`src/rtl/dual_serial_regif.sv`:
```
module dual_serial_regif #(
  parameter logic [4:0] ADDR_HI = 5'b01010
) (
  input  logic       clk,
  input  logic       rst_n,
  input  logic       por_n,
  input  logic       scl_sck,
  input  logic       sda_si,
  output logic       sda_oe,
  input  logic       sa0_in,
  input  logic       sa1_in,
  output logic       so_out,
  output logic       so_oe,
  input  logic       cs_n,
  output logic       spi_mode,
  output logic [7:0] reg_addr,
  output logic [7:0] reg_wdata,
  output logic       reg_we,
  input  logic [7:0] reg_rdata
);
  typedef enum logic [2:0] {S_IDLE, S_ADDR, S_PTR, S_WR, S_ACK, S_RD, S_MACK} st_t;

  logic       arst_n;
  logic [2:0] scl_s, sda_s, cs_s;
  logic       scl_q, scl_p, sda_q, sda_p, cs_q, cs_p;
  logic       scl_rise, scl_fall, start_c, stop_c, cs_fall;
  st_t        state, nxt;
  logic [3:0] bitcnt;
  logic [7:0] sh, ptr, wd, tx, rx_byte;
  logic       rw, first, mack, we_q, spi, addr_hit;

  assign arst_n = rst_n & por_n;
  assign scl_q = scl_s[1];
  assign scl_p = scl_s[2];
  assign sda_q = sda_s[1];
  assign sda_p = sda_s[2];
  assign cs_q  = cs_s[1];
  assign cs_p  = cs_s[2];
  assign scl_rise = scl_q & ~scl_p;
  assign scl_fall = ~scl_q & scl_p;
  assign start_c  = scl_q & scl_p & sda_p & ~sda_q;
  assign stop_c   = scl_q & scl_p & ~sda_p & sda_q;
  assign cs_fall  = cs_p & ~cs_q;
  assign rx_byte  = {sh[6:0], sda_q};
  assign addr_hit = (sh[7:1] == {ADDR_HI, sa1_in, sa0_in});

  assign sda_oe    = ~spi & ((state == S_ACK) | ((state == S_RD) & ~sh[7]));
  assign so_oe     = spi & ~cs_q;
  assign so_out    = tx[7];
  assign spi_mode  = spi;
  assign reg_addr  = ptr;
  assign reg_wdata = wd;
  assign reg_we    = we_q;

  always_ff @(posedge clk or negedge arst_n) begin
    if (!arst_n) begin
      scl_s <= '1;
      sda_s <= '1;
      cs_s  <= '1;
    end else begin
      scl_s <= {scl_s[1:0], scl_sck};
      sda_s <= {sda_s[1:0], sda_si};
      cs_s  <= {cs_s[1:0], cs_n};
    end
  end

  always_ff @(posedge clk or negedge arst_n) begin
    if (!arst_n) begin
      state <= S_IDLE;
      nxt <= S_IDLE;
      bitcnt <= '0;
      sh <= '0;
      ptr <= '0;
      wd <= '0;
      tx <= '0;
      rw <= 1'b0;
      first <= 1'b1;
      mack <= 1'b0;
      we_q <= 1'b0;
      spi <= 1'b0;
    end else begin
      we_q <= 1'b0;
      if (we_q) ptr <= ptr + 8'd1;
      if (cs_fall) spi <= 1'b1;
      if (spi || cs_fall) begin
        if (cs_q || cs_fall) begin
          bitcnt <= '0;
          first <= 1'b1;
          tx <= '0;
        end else if (scl_rise) begin
          sh <= rx_byte;
          bitcnt <= (bitcnt == 4'd7) ? 4'd0 : bitcnt + 4'd1;
          if (bitcnt == 4'd7) begin
            if (first) begin
              rw <= rx_byte[7];
              ptr <= {1'b0, rx_byte[6:0]};
              first <= 1'b0;
            end else if (!rw) begin
              we_q <= 1'b1;
              wd <= rx_byte;
            end
          end
        end else if (scl_fall) begin
          if (!first && rw && bitcnt == 4'd0) begin
            tx <= reg_rdata;
            ptr <= ptr + 8'd1;
          end else begin
            tx <= {tx[6:0], 1'b0};
          end
        end
      end else if (start_c) begin
        state <= S_ADDR;
        bitcnt <= '0;
      end else if (stop_c) begin
        state <= S_IDLE;
      end else begin
        case (state)
          S_ADDR, S_PTR, S_WR: begin
            if (scl_rise) begin
              sh <= rx_byte;
              bitcnt <= bitcnt + 4'd1;
            end else if (scl_fall && bitcnt == 4'd8) begin
              bitcnt <= '0;
              if (state == S_ADDR) begin
                if (addr_hit) begin
                  state <= S_ACK;
                  nxt <= sh[0] ? S_RD : S_PTR;
                end else begin
                  state <= S_IDLE;
                end
              end else if (state == S_PTR) begin
                ptr <= sh;
                state <= S_ACK;
                nxt <= S_WR;
              end else begin
                wd <= sh;
                we_q <= 1'b1;
                state <= S_ACK;
                nxt <= S_WR;
              end
            end
          end
          S_ACK: begin
            if (scl_fall) begin
              state <= nxt;
              bitcnt <= '0;
              if (nxt == S_RD) begin
                sh <= reg_rdata;
                ptr <= ptr + 8'd1;
              end
            end
          end
          S_RD: begin
            if (scl_fall) begin
              if (bitcnt == 4'd7) begin
                state <= S_MACK;
                bitcnt <= '0;
              end else begin
                sh <= {sh[6:0], 1'b0};
                bitcnt <= bitcnt + 4'd1;
              end
            end
          end
          S_MACK: begin
            if (scl_rise) begin
              mack <= ~sda_q;
            end else if (scl_fall) begin
              if (mack) begin
                state <= S_RD;
                sh <= reg_rdata;
                ptr <= ptr + 8'd1;
              end else begin
                state <= S_IDLE;
              end
            end
          end
          default: ;
        endcase
      end
    end
  end


  mode_sticky_chk: assert property (@(posedge clk) disable iff (!arst_n)
    spi_mode |=> spi_mode);

  mode_entry_chk: assert property (@(posedge clk) disable iff (!arst_n)
    $rose(spi_mode) |-> !cs_s[1]);

  sda_hold_chk: assert property (@(posedge clk) disable iff (!arst_n)
    (!spi_mode && !$stable(sda_oe)) |-> !scl_s[1]);

  we_pulse_chk: assert property (@(posedge clk) disable iff (!arst_n)
    reg_we |=> !reg_we);

  ptr_step_chk: assert property (@(posedge clk) disable iff (!arst_n)
    reg_we |=> (reg_addr == $past(reg_addr) + 8'd1));
endmodule

```
`config.mk`:
```
export PLATFORM = sky130hd
export DESIGN_NAME = dual_serial_regif
export DESIGN_NICKNAME = d
export VERILOG_FILES = /design/src/rtl/dual_serial_regif.sv
export SDC_FILE = /design/constraint.sdc
export NUM_CORES = 1
export LEC_CHECK = 0
export ABC_CLOCK_PERIOD_IN_PS = 3200
export BUFFER_PORTS_ARGS = -buffer_cell sky130_fd_sc_hd__buf_2
export CAP_MARGIN = 15
export CORE_MARGIN = 4
export CORE_UTILIZATION = 59
export CTS_BUF_LIST = sky130_fd_sc_hd__clkbuf_16
export DETAILED_ROUTE_END_ITERATION = 7
export GPL_TIMING_DRIVEN = 0
export HOLD_SLACK_MARGIN = 0.05
export PLACE_DENSITY = 0.8
export SLEW_MARGIN = 0
export SYNTH_ARGS = -nofsm -noshare
export SYNTH_HDL_FRONTEND = slang
export SYNTH_SLANG_ARGS = --single-unit
```
`constraint.sdc`:
```
create_clock -name clk -period 3.2 [get_ports clk]
set_input_delay 0.32 -clock clk [delete_from_list [all_inputs] [get_ports clk]]
set_output_delay 0.32 -clock clk [all_outputs]
set_load 0.1 [all_outputs]
```
; Word-level counts from Yosys, hierarchy flattened
; Index checks and enable logic that the tools add are counted.
[op_classes]
muxes = 93
n_eq_ne = 41
addsub = 2
n_reduce_logical = 25
bitwise = 25
[ops]
columns = operator, count
row1 = 2-to-1 mux 8 bit, 48
row2 = 2-to-1 mux 3 bit, 15
row3 = 2-to-1 mux 4 bit, 10
row4 = case mux 8 bit (4 select lines), 1
row5 = "inequality test 4 bit, second input constant", 6
row6 = case mux 8 bit (3 select lines), 1
row7 = 2-to-1 mux 1 bit, 16
row8 = "inequality test 5 bit, second input constant", 3
row9 = bitwise AND 1 bit, 12
row10 = "equality test 3 bit, second input constant", 4
row11 = "inequality test 3 x 2 -> 1 bit, second input constant", 4
row12 = "inequality test 3 bit, second input constant", 4
row13 = "inequality test 4 x 3 -> 1 bit, second input constant", 3
row14 = inverter 1 bit, 12
row15 = case mux 3 bit (4 select lines), 1
row16 = case mux 4 bit (3 select lines), 1
row17 = AND reduction 12 bit, 1
row18 = AND reduction 11 bit, 1
row19 = "inequality test 2 x 1 -> 1 bit, second input constant", 5
row20 = "inequality test 2 bit, second input constant", 5
row21 = AND reduction 5 bit, 2
row22 = nonzero test 2 bit, 5
row23 = nonzero test 5 bit, 2
row24 = AND reduction 9 bit, 1
row25 = other kinds (18), 23
[word_totals]
register_bits = 56
word_cells = 201
inputBits = 16
out_inout_bits = 21

; Depth between registers and ports, before layout
; Gate-level depths: netlist of run 1.
[depth]
word_depth = 10
depth_mapped = 10
depth_no_buf = 8

; Worst setup path after synthesis of run 1
; Ideal clock, no wire load.
[synth_timing]
kind = register to output
from = register spi, in the netlist spi_mode
to = output port sda_oe
path_buffers = 1
required_ps = 2880
path_slack_ps = -462
t_arrival_ps = 3342
path_stages_with_launch = 3
cell_sequence = dfrtp_1 buf_1 a211oi_1
[synth_via]
elab_chain_cells = 2
[synth_lines]
columns = element, line_no
row1 = start: declaration, 30  ; logic rw, first, mack, we_q, spi, addr_hit;
row2 = start signal: assignment, 80  ; spi <= 1'b0;
row3 = start signal: assignment, 84  ; if (cs_fall) spi <= 1'b1;
row4 = inverter 1 bit, 47  ; assign sda_oe = ~spi & ((state == S_ACK) | ((state == S_RD) & ~sh[7]));
row5 = bitwise AND 1 bit, 47
row6 = end: declaration, 9  ; output logic sda_oe,
; No other way between the ends.

; Worst setup path in the final report of run 1
[layout_timing]
from = register cs_s[1]
to = register sh[2]
[layout_via]
elab_chain_cells = 5
word_cells_on_any_way = 17
classes_between = eq/ne: 10 / mux: 1 / bitwise: 2 / reduce/logical: 4
[layout_lines]
columns = element, line_no
row1 = start: declaration, 24  ; logic [2:0] scl_s, sda_s, cs_s;
row2 = start signal: assignment, 63  ; cs_s <= {cs_s[1:0], cs_n};
row3 = inverter 1 bit, 43  ; assign cs_fall = cs_p & ~cs_q;
row4 = bitwise AND 1 bit, 43
row5 = "logical OR 1 bit, on equally long branches", "85, 86"
row6 = "inequality test 3 bit (no source line), or another cell as far along", n/a
row7 = AND reduction 11 bit (no source line), n/a
row8 = end signal: assignment, 91  ; sh <= rx_byte;
row9 = end signal: assignment, 120  ; sh <= rx_byte;
row10 = end signal: assignment, 148  ; sh <= reg_rdata;
row11 = end: declaration, 29  ; logic [7:0] sh, ptr, wd, tx, rx_byte;
; Parallel ways exist; a longest one is shown, timed or not.
; A chain may end at the register's enable or synchronous reset.

==> flow_metrics.env, run 1 <==
export IMPL_status="complete, no violations"
export IMPL_critical_path_buf_inv_count=3
export IMPL_grt_pass1_wl_um=15500
export IMPL_critPathSlowestCell="dfstp_2"
export IMPL_cts_max_level=2
export IMPL_final_nets=454
export IMPL_final_cell_mix="nand2_1 (56), dfrtp_1 (46), buf_2 (44)"
export IMPL_worstPathCellList="nor2b_4, or2_1, buf_4, inv_4, clkbuf_1, ha_1, nand3_1, o211ai_4, a21oi_4, o22a_1"
export IMPL_ctsLongestPathBuffers=2
export IMPL_synth_seq_area_share_pct=39.0
export IMPL_crit_fanout=10
export IMPL_hold_buffers=0
export IMPL_synth_distinct_cells=74
export IMPL_crit_type="reg -> reg"
export IMPL_grt_max_degree=38
export IMPL_maxSlewHeadroom_pct=30.3
export IMPL_synthFlopType="dfrtp_1"
export IMPL_wl_um=9130
export IMPL_cp_slowest_stage_delay_ns=0.64
export IMPL_fill_cells=483
export IMPL_diodes=0
export IMPL_die_h_um=86.4
export IMPL_fp_dieW_um=86.4
export IMPL_cpLargestDelayFamily="buffers and inverters"
export IMPL_finalHoldViolCount=0
export IMPL_ir_drop_uv=388
export IMPL_synth_edf_count=0
export IMPL_worstPathRequired_ns=3.39
export IMPL_setup_viol=0
export IMPL_end_kind="flop"
export IMPL_clock_sinks=56
export IMPL_drt_first_pass_iters=5
export IMPL_utilization_pct=68.3
export IMPL_rsz0062_at_grt="false"
export IMPL_worstMarginPinSlew_ns=1.04
export IMPL_fin_tns_setup_ns=0
export IMPL_cap_violations=0
export IMPL_synthesis_nets=410
export IMPL_io_buffer_count=36
export IMPL_dp_hpwl_um=6720
export IMPL_fin_skew_ns=0.00539
export IMPL_antenna_found_initial=0
export IMPL_clock_root_buffer="clkbuf_16"
export IMPL_die_area_um2=7460
export IMPL_drive_gt1_share_pct=22.4
export IMPL_cts_buffers=5
export IMPL_slew_viol_final=0
export IMPL_ant_nets=0
export IMPL_cts_tree="built"
export IMPL_syn_inst=388
export IMPL_period_needed_ns=2.79
export IMPL_grt_pass1_vias=3140
export IMPL_drc=0
export IMPL_critPathLaunchType="flop"
export IMPL_rows=28
export IMPL_final_common_cell="nand2_1"
export IMPL_globalRouteOverflowTotal=0
export IMPL_synth_avg_cell_area_um2=9.34
export IMPL_track_usage_pct=26.1
export IMPL_clkTransAtPathRegs_ns=0.08
export IMPL_syn_area_um2=3620
export IMPL_ctsResizeCount=0
export IMPL_globalplace_congestion=0.974
export IMPL_fp_coreArea_um2=5960
export IMPL_post_cts_repair_setup_buffers=0
export IMPL_fmax_mhz=359
export IMPL_viasPerCell=6.31
export IMPL_clkLatencyLatePin_ns=0.30
export IMPL_routed_via_count=3207
export IMPL_wl_per_cell_um=18.0
export IMPL_yosysWarnings=0
export IMPL_leakagePower_nw=1.72
export IMPL_hp_class="in -> async"
export IMPL_powerDensity_nw_per_um2=576
export IMPL_ios=37
export IMPL_synth_async_reset_ratio_pct=100
export IMPL_start_util_pct=60.8
export IMPL_syn_to_final_growth_pct=12.3
export IMPL_fin_crit_sh_pct=87.0
export IMPL_synth_seq_cells=56
export IMPL_critical_path_arrival_ns=2.98
export IMPL_drt_iter0_drc=315
## cell usage after synthesis, types with 4 or more instances
cell      number  area share (%)
xor2_1         9             2.2
o21ai_0       21             2.9
a31oi_1        5            0.86
o31ai_1        5             1.0
o211ai_1       6             1.2
nand2_1       56             5.8
nor2b_1        4            0.69
buf_2          8             1.1
nand2b_1       7             1.2
nand3_1       13             1.8
nor3_1         6            0.83
xnor2_1       12             2.9
dfrtp_1       46              32
clkbuf_1      11             1.1
ha_1           6             2.1
o22a_1        14             3.4
mux2_2        11             3.4
dfstp_2       10             7.3
a21oi_1       21             2.9
nor2_1        22             2.3
mux2i_1        7             1.9
and2_1         4            0.69
inv_1          8            0.83
## worst register-to-register path, cell delays in order (launching register included)
cell      delay (ns)
dfstp_2         0.64
nor2b_4         0.08
or2_1           0.21
buf_4           0.17
inv_4           0.13
clkbuf_1        0.42
ha_1            0.26
nand3_1         0.19
o211ai_4        0.25
a21oi_4         0.11
o22a_1          0.22
## cells by family (layout without fill, tap and decap cells)
family          count (synthesis)  count (layout)  synth area share [%]
simple gates                  144             144                  21.4
buf+inv                        33              78                  4.18
flops                          56              56                  39.0
compound gates                109             109                  22.6
xor+xnor                       21              21                  5.08
fa+ha+maj                       6               6                  2.07
mux                            19              19                  5.66
## final timing paths
check | depth (start not counted) | slack (ns) | from | end
min in group clk | 1 | 0.11 | cs_n | cs_s[0]
max in group asynchronous | 3 | 2.49 | rst_n | cs_s[0]
min reg2reg | 0 | 0.36 | cs_s[0] | cs_s[1]
max reg2reg | 10 | 0.41 | cs_s[1] | sh[2]
max | 10 | 0.41 | cs_s[1] | sh[2]
min | 2 | 0.09 | por_n | state[0]
## per-stage QoR
stage                     instances  instance area [um^2]  hold slack [ns]  power, W  setup slack (ns)
after global routing            508                  4070            0.105   0.00247             0.292
after global placement          499                  3900            0.345   0.00176             0.427
final                           508                  4070           0.0877   0.00234             0.415
after floorplan                 388                  3630            0.324   0.00158             0.122
after detailed placement        500                  3920            0.347   0.00177             0.498
after CTS                       508                  4070            0.112   0.00234             0.450
## state kept, by name, summed over array words and instances (netlist names), 4 cells and up
register   flops
bitcnt         4
reg_addr       8
reg_wdata      8
sh             8
tx             8
## report_power, final
part | total (W) | internal, W | switching, W | leakage [nW]
logic | 0.000862 | 0.000265 | 0.000597 | 0.944
registers | 0.000913 | 0.000797 | 0.000116 | 0.699
clock network | 0.000570 | 0.000294 | 0.000275 | 0.0722
total | 0.00234 | 0.00136 | 0.000988 | 1.72
## cell type report
| class | instances | area [um^2] | share of cell area, % |
|---|---|---|---|
| buffer | 24 | 115 | 2.83 |
| sequential | 56 | 1410 | 34.7 |
| tap | 75 | 93.8 | 2.31 |
| inverter | 9 | 36.3 | 0.891 |
| clock inverter | 3 | 21.3 | 0.523 |
| clock buffer | 5 | 125 | 3.07 |
| timing repair buffer | 37 | 200 | 4.92 |
| multi-input combinational | 299 | 2060 | 50.7 |
## layer usage
metal | vias to the layer above | global-route usage, % | wire length [um]
met1 | 1553 | 36.0 | 4010
met4 | 0 | 7.22 | 151
met5 | - | 0 | 0
met3 | 15 | 4.56 | 564
li1 | 1497 | - | -
met2 | 142 | 42.6 | 4410
Note: power is estimated with default switching activity, not from simulation.
==> run 2, diff against run 1 <==
--- a/config.mk
+++ b/config.mk
@@ -5,11 +5,12 @@
 export SDC_FILE = /design/constraint.sdc
 export NUM_CORES = 1
 export LEC_CHECK = 0
+export ABC_AREA = 1
 export ABC_CLOCK_PERIOD_IN_PS = 3200
 export BUFFER_PORTS_ARGS = -buffer_cell sky130_fd_sc_hd__buf_2
 export CAP_MARGIN = 15
 export CORE_MARGIN = 4
-export CORE_UTILIZATION = 59
+export CORE_UTILIZATION = 60
 export CTS_BUF_LIST = sky130_fd_sc_hd__clkbuf_16
 export DETAILED_ROUTE_END_ITERATION = 7
 export GPL_TIMING_DRIVEN = 0
==> flow_metrics.env, run 2 <==
export IMPL_status="complete, no violations"
export IMPL_rows=29
export IMPL_ctsResizeCount=0
export IMPL_routed_via_count=4555
export IMPL_synth_simple_area_share_pct=42.0
export IMPL_leakagePower_nw=2.46
export IMPL_syn_to_final_growth_pct=11.4
export IMPL_synth_async_reset_ratio_pct=100
export IMPL_p_comb_share_pct=46.1
export IMPL_p_sw_share_pct=48.0
export IMPL_fill_cells=599
export IMPL_period_needed_ns=2.58
export IMPL_syn_area_um2=4120
export IMPL_hp_class="in -> async"
export IMPL_setup_viol=0
export IMPL_cp_slowest_stage_delay_ns=0.54
export IMPL_seqPwrFrac_pct=32.3
export IMPL_track_usage_pct=28.3
export IMPL_final_cell_mix="nand2_1 (225), nor2_1 (73), inv_1 (62)"
export IMPL_p_switching_w=0.00140
export IMPL_synth_area_top_cells="dfrtp_1 (28%), nand2_1 (20%), nand3_1 (7.3%)"
export IMPL_worstPathCellList="nand2_1, nand2_2, inv_2, buf_4, buf_2, buf_2, ha_1, inv_1, o21ai_0, nand2_1, nand2_1, nor2_4, nand2_4, nand2_1, o21ai_1"
export IMPL_end_kind="flop"
export IMPL_slew_viol_final=0
export IMPL_drc=0
export IMPL_hold_buffers=0
export IMPL_synth_edf_count=0
export IMPL_drt_first_pass_iters=5
export IMPL_powerDensity_nw_per_um2=637
export IMPL_yosys_cell_count_top_type="nand2_1"
export IMPL_clkLatencyLatePin_ns=0.30
export IMPL_synth_top_family_by_area="simple AND/OR/NAND/NOR gates"
export IMPL_worstPathRequired_ns=3.39
export IMPL_fin_crit_sh_pct=80.5
export IMPL_clock_root_buffer="clkbuf_16"
export IMPL_synth_avg_cell_area_um2=6.36
export IMPL_yosysTopAreaCell="dfrtp_1"
export IMPL_io_buffer_count=36
export IMPL_fin_tns_setup_ns=0
export IMPL_die_area_um2=8260
export IMPL_ctsLongestPathBuffers=2
export IMPL_cap_violations=0
export IMPL_synth_seq_cells=56
export IMPL_start_util_pct=63.5
export IMPL_final_common_cell="nand2_1"
export IMPL_critical_path_arrival_ns=2.77
export IMPL_yosysWarnings=0
export IMPL_diodes=0
export IMPL_ant_nets=0
export IMPL_ir_drop_uv=363
export IMPL_grt_pass1_wl_um=19200
export IMPL_maxSlewHeadroom_pct=63.5
export IMPL_wl_um=11700
export IMPL_drive_gt1_share_pct=15.0
export IMPL_dp_hpwl_um=8920
export IMPL_globalRouteOverflowTotal=0
export IMPL_synthFlopType="dfrtp_1"
export IMPL_syn_inst=648
export IMPL_worstMarginPinSlew_ns=0.547
export IMPL_wl_per_cell_um=15.2
export IMPL_postLayoutCellArea_um2=4590
export IMPL_post_dp_cell_area_um2=4430
export IMPL_globalplace_congestion=0.929
export IMPL_multi_input_area_um2=2390
export IMPL_critPathSlowestCell="dfstp_2"
export IMPL_synthXorXnorAreaFrac_pct=0.425
export IMPL_grt_max_degree=32
export IMPL_clkTransAtPathRegs_ns=0.07
export IMPL_cp_common_cell="nand2_1"
export IMPL_utilization_pct=70.7
export IMPL_critPathLaunchType="flop"
export IMPL_crit_type="reg -> reg"
export IMPL_final_nets=714
export IMPL_synth_distinct_cells=35
export IMPL_post_cts_repair_setup_buffers=0
export IMPL_synth_compound_area_share_pct=13.6
export IMPL_clock_sinks=56
export IMPL_antenna_found_initial=0
export IMPL_synth_common_cells="nand2_1 (225), nor2_1 (74), inv_1 (62)"
export IMPL_rsz0062_at_grt="false"
export IMPL_synthMuxAreaShare_pct=0
export IMPL_drt_iter0_drc=513
export IMPL_fp_coreArea_um2=6490
export IMPL_viasPerCell=5.92
export IMPL_synth_seq_area_share_pct=34.3
export IMPL_yosys_area_share_adder_pct=1.82
export IMPL_cts_tree="built"
export IMPL_fmax_mhz=388
export IMPL_fp_dieW_um=90.9
export IMPL_cts_max_level=2
export IMPL_power_total_w=0.00293
export IMPL_crit_fanout=10
export IMPL_finalHoldViolCount=0
export IMPL_clkPwrFrac_pct=21.6
export IMPL_p_int_w=0.00152
export IMPL_cts_buffers=5
export IMPL_grt_pass1_vias=4080
export IMPL_synthesis_nets=670
export IMPL_area_sequential_um2=1410
export IMPL_die_h_um=90.9
export IMPL_ios=37
export IMPL_yosysTopAreaCellShare_pct=27.9
export IMPL_fin_skew_ns=0.00558
==> run 2: changes by cell type after synthesis, moves of 14 or more <==
cell and change:
inv_1 +54, nand2_1 +169, nor2_1 +52, o22a_1 -14
nand3_1 +47, o21ai_0 +29
==> run 2: final cells by class <==
class,instances,share of cell area (%)
sequential,56,30.8
clock inverter,3,0.926
tap,77,2.10
clock buffer,5,2.72
timing repair buffer,37,4.36
multi-input combinational,509,52.1
inverter,72,5.88
buffer,11,1.14
==> run 2: worst paths after layout <==
check                        start       end  slack (ns)  cells past startpoint
setup reg to reg           cs_s[2]     sh[5]        0.62                     15
max in group asynchronous    rst_n     first        2.49                      4
setup / recovery           cs_s[2]     sh[5]        0.62                     15
hold reg to reg            cs_s[0]   cs_s[1]        0.36                      0
min in group clk              cs_n   cs_s[0]        0.12                      1
hold / removal               por_n  spi_mode        0.09                      3
==> run 2: routing by layer <==
layer | global-route usage [%] | up-vias | wire, um
met3 | 3.42 | 31 | 886
met2 | 47.9 | 241 | 5680
met5 | 0 | - | 0
li1 | - | 2176 | -
met4 | 9.05 | 0 | 245
met1 | 37.7 | 2107 | 4920
==> run 2: power by group through the flow <==
stage	clock, W	combinational (W)	sequential (W)
6_report	0.000633	0.00135	0.000944
5_1_grt	0.000676	0.00148	0.000958
4_1_cts	0.000643	0.00133	0.000939
3_5_place_dp	0	0.00132	0.000951
3_3_place_gp	0	0.00128	0.000949
2_1_floorplan	0	0.000820	0.00115
==> run 2: critical path: cells and delay by family, from the launching register on <==
kind	cells	cell delay, ns
buf+inv	5	0.72
fa+ha+maj	1	0.21
simple gates	7	0.86
compound gates	2	0.14
flops	1	0.54
==> run 2: logic make-up after synthesis <==
family,after synthesis
compound gates,102
xor+xnor,2
fa+ha+maj,6
buf+inv,83
flops,56
simple gates,399
==> run 2: metrics by stage <==
step                      cells  worst slack, ns  hold slack [ns]
after floorplan             648            0.242            0.324
after global placement      761            0.744            0.348
after detailed placement    762            0.702            0.349
after CTS                   770            0.687            0.110
after global routing        770            0.525            0.112
final                       770            0.624           0.0904
==> run 3, diff against run 2 <==
--- a/config.mk
+++ b/config.mk
@@ -5,17 +5,17 @@
 export SDC_FILE = /design/constraint.sdc
 export NUM_CORES = 1
 export LEC_CHECK = 0
-export ABC_AREA = 1
-export ABC_CLOCK_PERIOD_IN_PS = 3200
+export ABC_AREA = 0
+export ABC_CLOCK_PERIOD_IN_PS = 2300
 export BUFFER_PORTS_ARGS = -buffer_cell sky130_fd_sc_hd__buf_2
 export CAP_MARGIN = 15
 export CORE_MARGIN = 4
-export CORE_UTILIZATION = 60
+export CORE_UTILIZATION = 54
 export CTS_BUF_LIST = sky130_fd_sc_hd__clkbuf_16
 export DETAILED_ROUTE_END_ITERATION = 7
 export GPL_TIMING_DRIVEN = 0
 export HOLD_SLACK_MARGIN = 0.05
-export PLACE_DENSITY = 0.8
+export PLACE_DENSITY = 0.77
 export SLEW_MARGIN = 0
 export SYNTH_ARGS = -nofsm -noshare
 export SYNTH_HDL_FRONTEND = slang
==> constraint.sdc (replaced) <==
create_clock -name clk -period 2.3 [get_ports clk]
set_input_delay 0.23 -clock clk [delete_from_list [all_inputs] [get_ports clk]]
set_output_delay 0.23 -clock clk [all_outputs]
set_load 0.1 [all_outputs]
==> flow_metrics.env, run 3 (synthesized netlist as in run 1, its figures left out) <==
export IMPL_status="complete, no violations"
export IMPL_worstMarginPinSlew_ns=0.633
export IMPL_dp_hpwl_um=6690
export IMPL_antenna_found_initial=0
export IMPL_fmax_mhz=451
export IMPL_power_total_w=0.00331
export IMPL_rows=29
export IMPL_final_nets=469
export IMPL_cts_max_level=2
export IMPL_wl_um=9280
export IMPL_critical_path_arrival_ns=2.40
export IMPL_grt_pass1_wl_um=15500
export IMPL_fin_tns_setup_ns=0
export IMPL_crit_type="reg -> reg"
export IMPL_die_area_um2=8080
export IMPL_ant_nets=0
export IMPL_end_kind="flop"
export IMPL_drive_gt1_share_pct=29.0
export IMPL_dp_worst_setup_slack_ns=-0.259
export IMPL_cts_tree="built"
export IMPL_ios=37
export IMPL_drt_first_pass_iters=4
export IMPL_cap_violations=0
export IMPL_postLayoutCellArea_um2=4310
export IMPL_syn_to_final_growth_pct=18.9
export IMPL_fin_crit_sh_pct=96.4
export IMPL_cts_buffers=5
export IMPL_multi_input_area_um2=2140
export IMPL_globalRouteOverflowTotal=0
export IMPL_ctsLongestPathBuffers=2
export IMPL_clock_root_buffer="clkbuf_16"
export IMPL_start_util_pct=56.4
export IMPL_clock_sinks=56
export IMPL_clkLatencyLatePin_ns=0.30
export IMPL_diodes=0
export IMPL_grt_max_degree=36
export IMPL_leakagePower_nw=1.82
export IMPL_setup_ws_ns=0.0822
export IMPL_final_cell_mix="nand2_1 (55), dfrtp_1 (43), buf_2 (42)"
export IMPL_ir_drop_uv=494
export IMPL_drc=0
export IMPL_crit_fanout=8
export IMPL_fin_skew_ns=0.00609
export IMPL_viasPerCell=6.17
export IMPL_area_sequential_um2=1420
export IMPL_io_buffer_count=36
export IMPL_fp_dieW_um=89.9
export IMPL_hp_class="in -> async"
export IMPL_post_dp_cell_area_um2=3940
export IMPL_routed_via_count=3237
export IMPL_wl_per_cell_um=17.7
export IMPL_die_h_um=89.9
export IMPL_setup_viol=0
export IMPL_critPathLaunchType="flop"
export IMPL_final_common_cell="nand2_1"
export IMPL_finalHoldViolCount=0
export IMPL_reg2reg_slack_ns=0.08
export IMPL_powerDensity_nw_per_um2=768
export IMPL_period_needed_ns=2.22
export IMPL_utilization_pct=67.1
export IMPL_grt_pass1_vias=3215
export IMPL_globalplace_congestion=0.891
export IMPL_fill_cells=502
export IMPL_track_usage_pct=22.9
export IMPL_clkTransAtPathRegs_ns=0.08
export IMPL_slew_viol_final=0
export IMPL_worstPathRequired_ns=2.48
export IMPL_fp_coreArea_um2=6420
export IMPL_drt_iter0_drc=241
export IMPL_maxSlewHeadroom_pct=57.5
[run 3: cell count changes in the layout (fill, tap and decap cells not counted), moves of 11 or more]
cell	previous run	this run
buf_4	1	13
inv_1	62	5
mux2_2	0	11
nand2_1	225	55
nand3_1	60	12
nor2_1	73	21
o21ai_0	50	20
o22a_1	0	14
xnor2_1	1	12
[run 3: worst max-delay path: stages (launching register included)]
cell and delay [ns]:
dfstp_2 0.53, clkbuf_4 0.19, and4b_1 0.23, nor3_4 0.24, buf_4 0.17, o211ai_1 0.14
nand3_4 0.15, buf_4 0.13, nor2_1 0.05, mux2_2 0.27
[run 3: area by class of cell]
class | count | share of cell area [%]
well taps | 77 | 2.24
plain buffers | 24 | 3.31
multi-input cells | 299 | 49.8
repair buffers | 52 | 7.44
clock inverters | 3 | 0.523
inverters | 9 | 0.929
clock buffers | 5 | 2.90
flip-flops and latches | 56 | 32.9
[run 3: per-layer routing]
metal	up-vias	global-route usage, %	routed length [um]
met5	-	0	0
met4	0	5.87	149
met3	18	3.76	602
met2	122	37.7	4490
met1	1570	31.6	4040
li1	1527	-	-
[run 3: what timing repair did]
action                                  CTS  global route
hold buffers                              3             0
hold endpoints to repair                  3             0
gates resized for setup                   5            25
buffers inserted                          3             9
pin swaps                                 0             8
endpoints found under the setup margin   27            21
[run 3: stage by stage]
step	instances	hold slack, ns
after global placement	501	0.335
after floorplan	388	0.234
after detailed placement	502	0.336
final	525	0.0438
after CTS	516	0.0559
after global routing	525	0.0839
[run 3: path summary, 6_finish.rpt]
kind                                   start      endpoint  depth (start not counted)
worst min register to register      scl_s[0]      scl_s[1]                          0
max in group asynchronous              rst_n  reg_wdata[0]                          3
worst min-delay path                   por_n            rw                          2
min in group clk                reg_rdata[0]         tx[0]                          2
worst max register to register      sda_s[1]     bitcnt[0]                          9
worst max-delay path                sda_s[1]     bitcnt[0]                          9
[run 3: power by group]
part | leakage, nW | internal, W | switching (W) | total (W)
registers | 0.696 | 0.00111 | 0.000151 | 0.00126
logic | 1.05 | 0.000395 | 0.000867 | 0.00126
clock network | 0.0742 | 0.000409 | 0.000378 | 0.000787
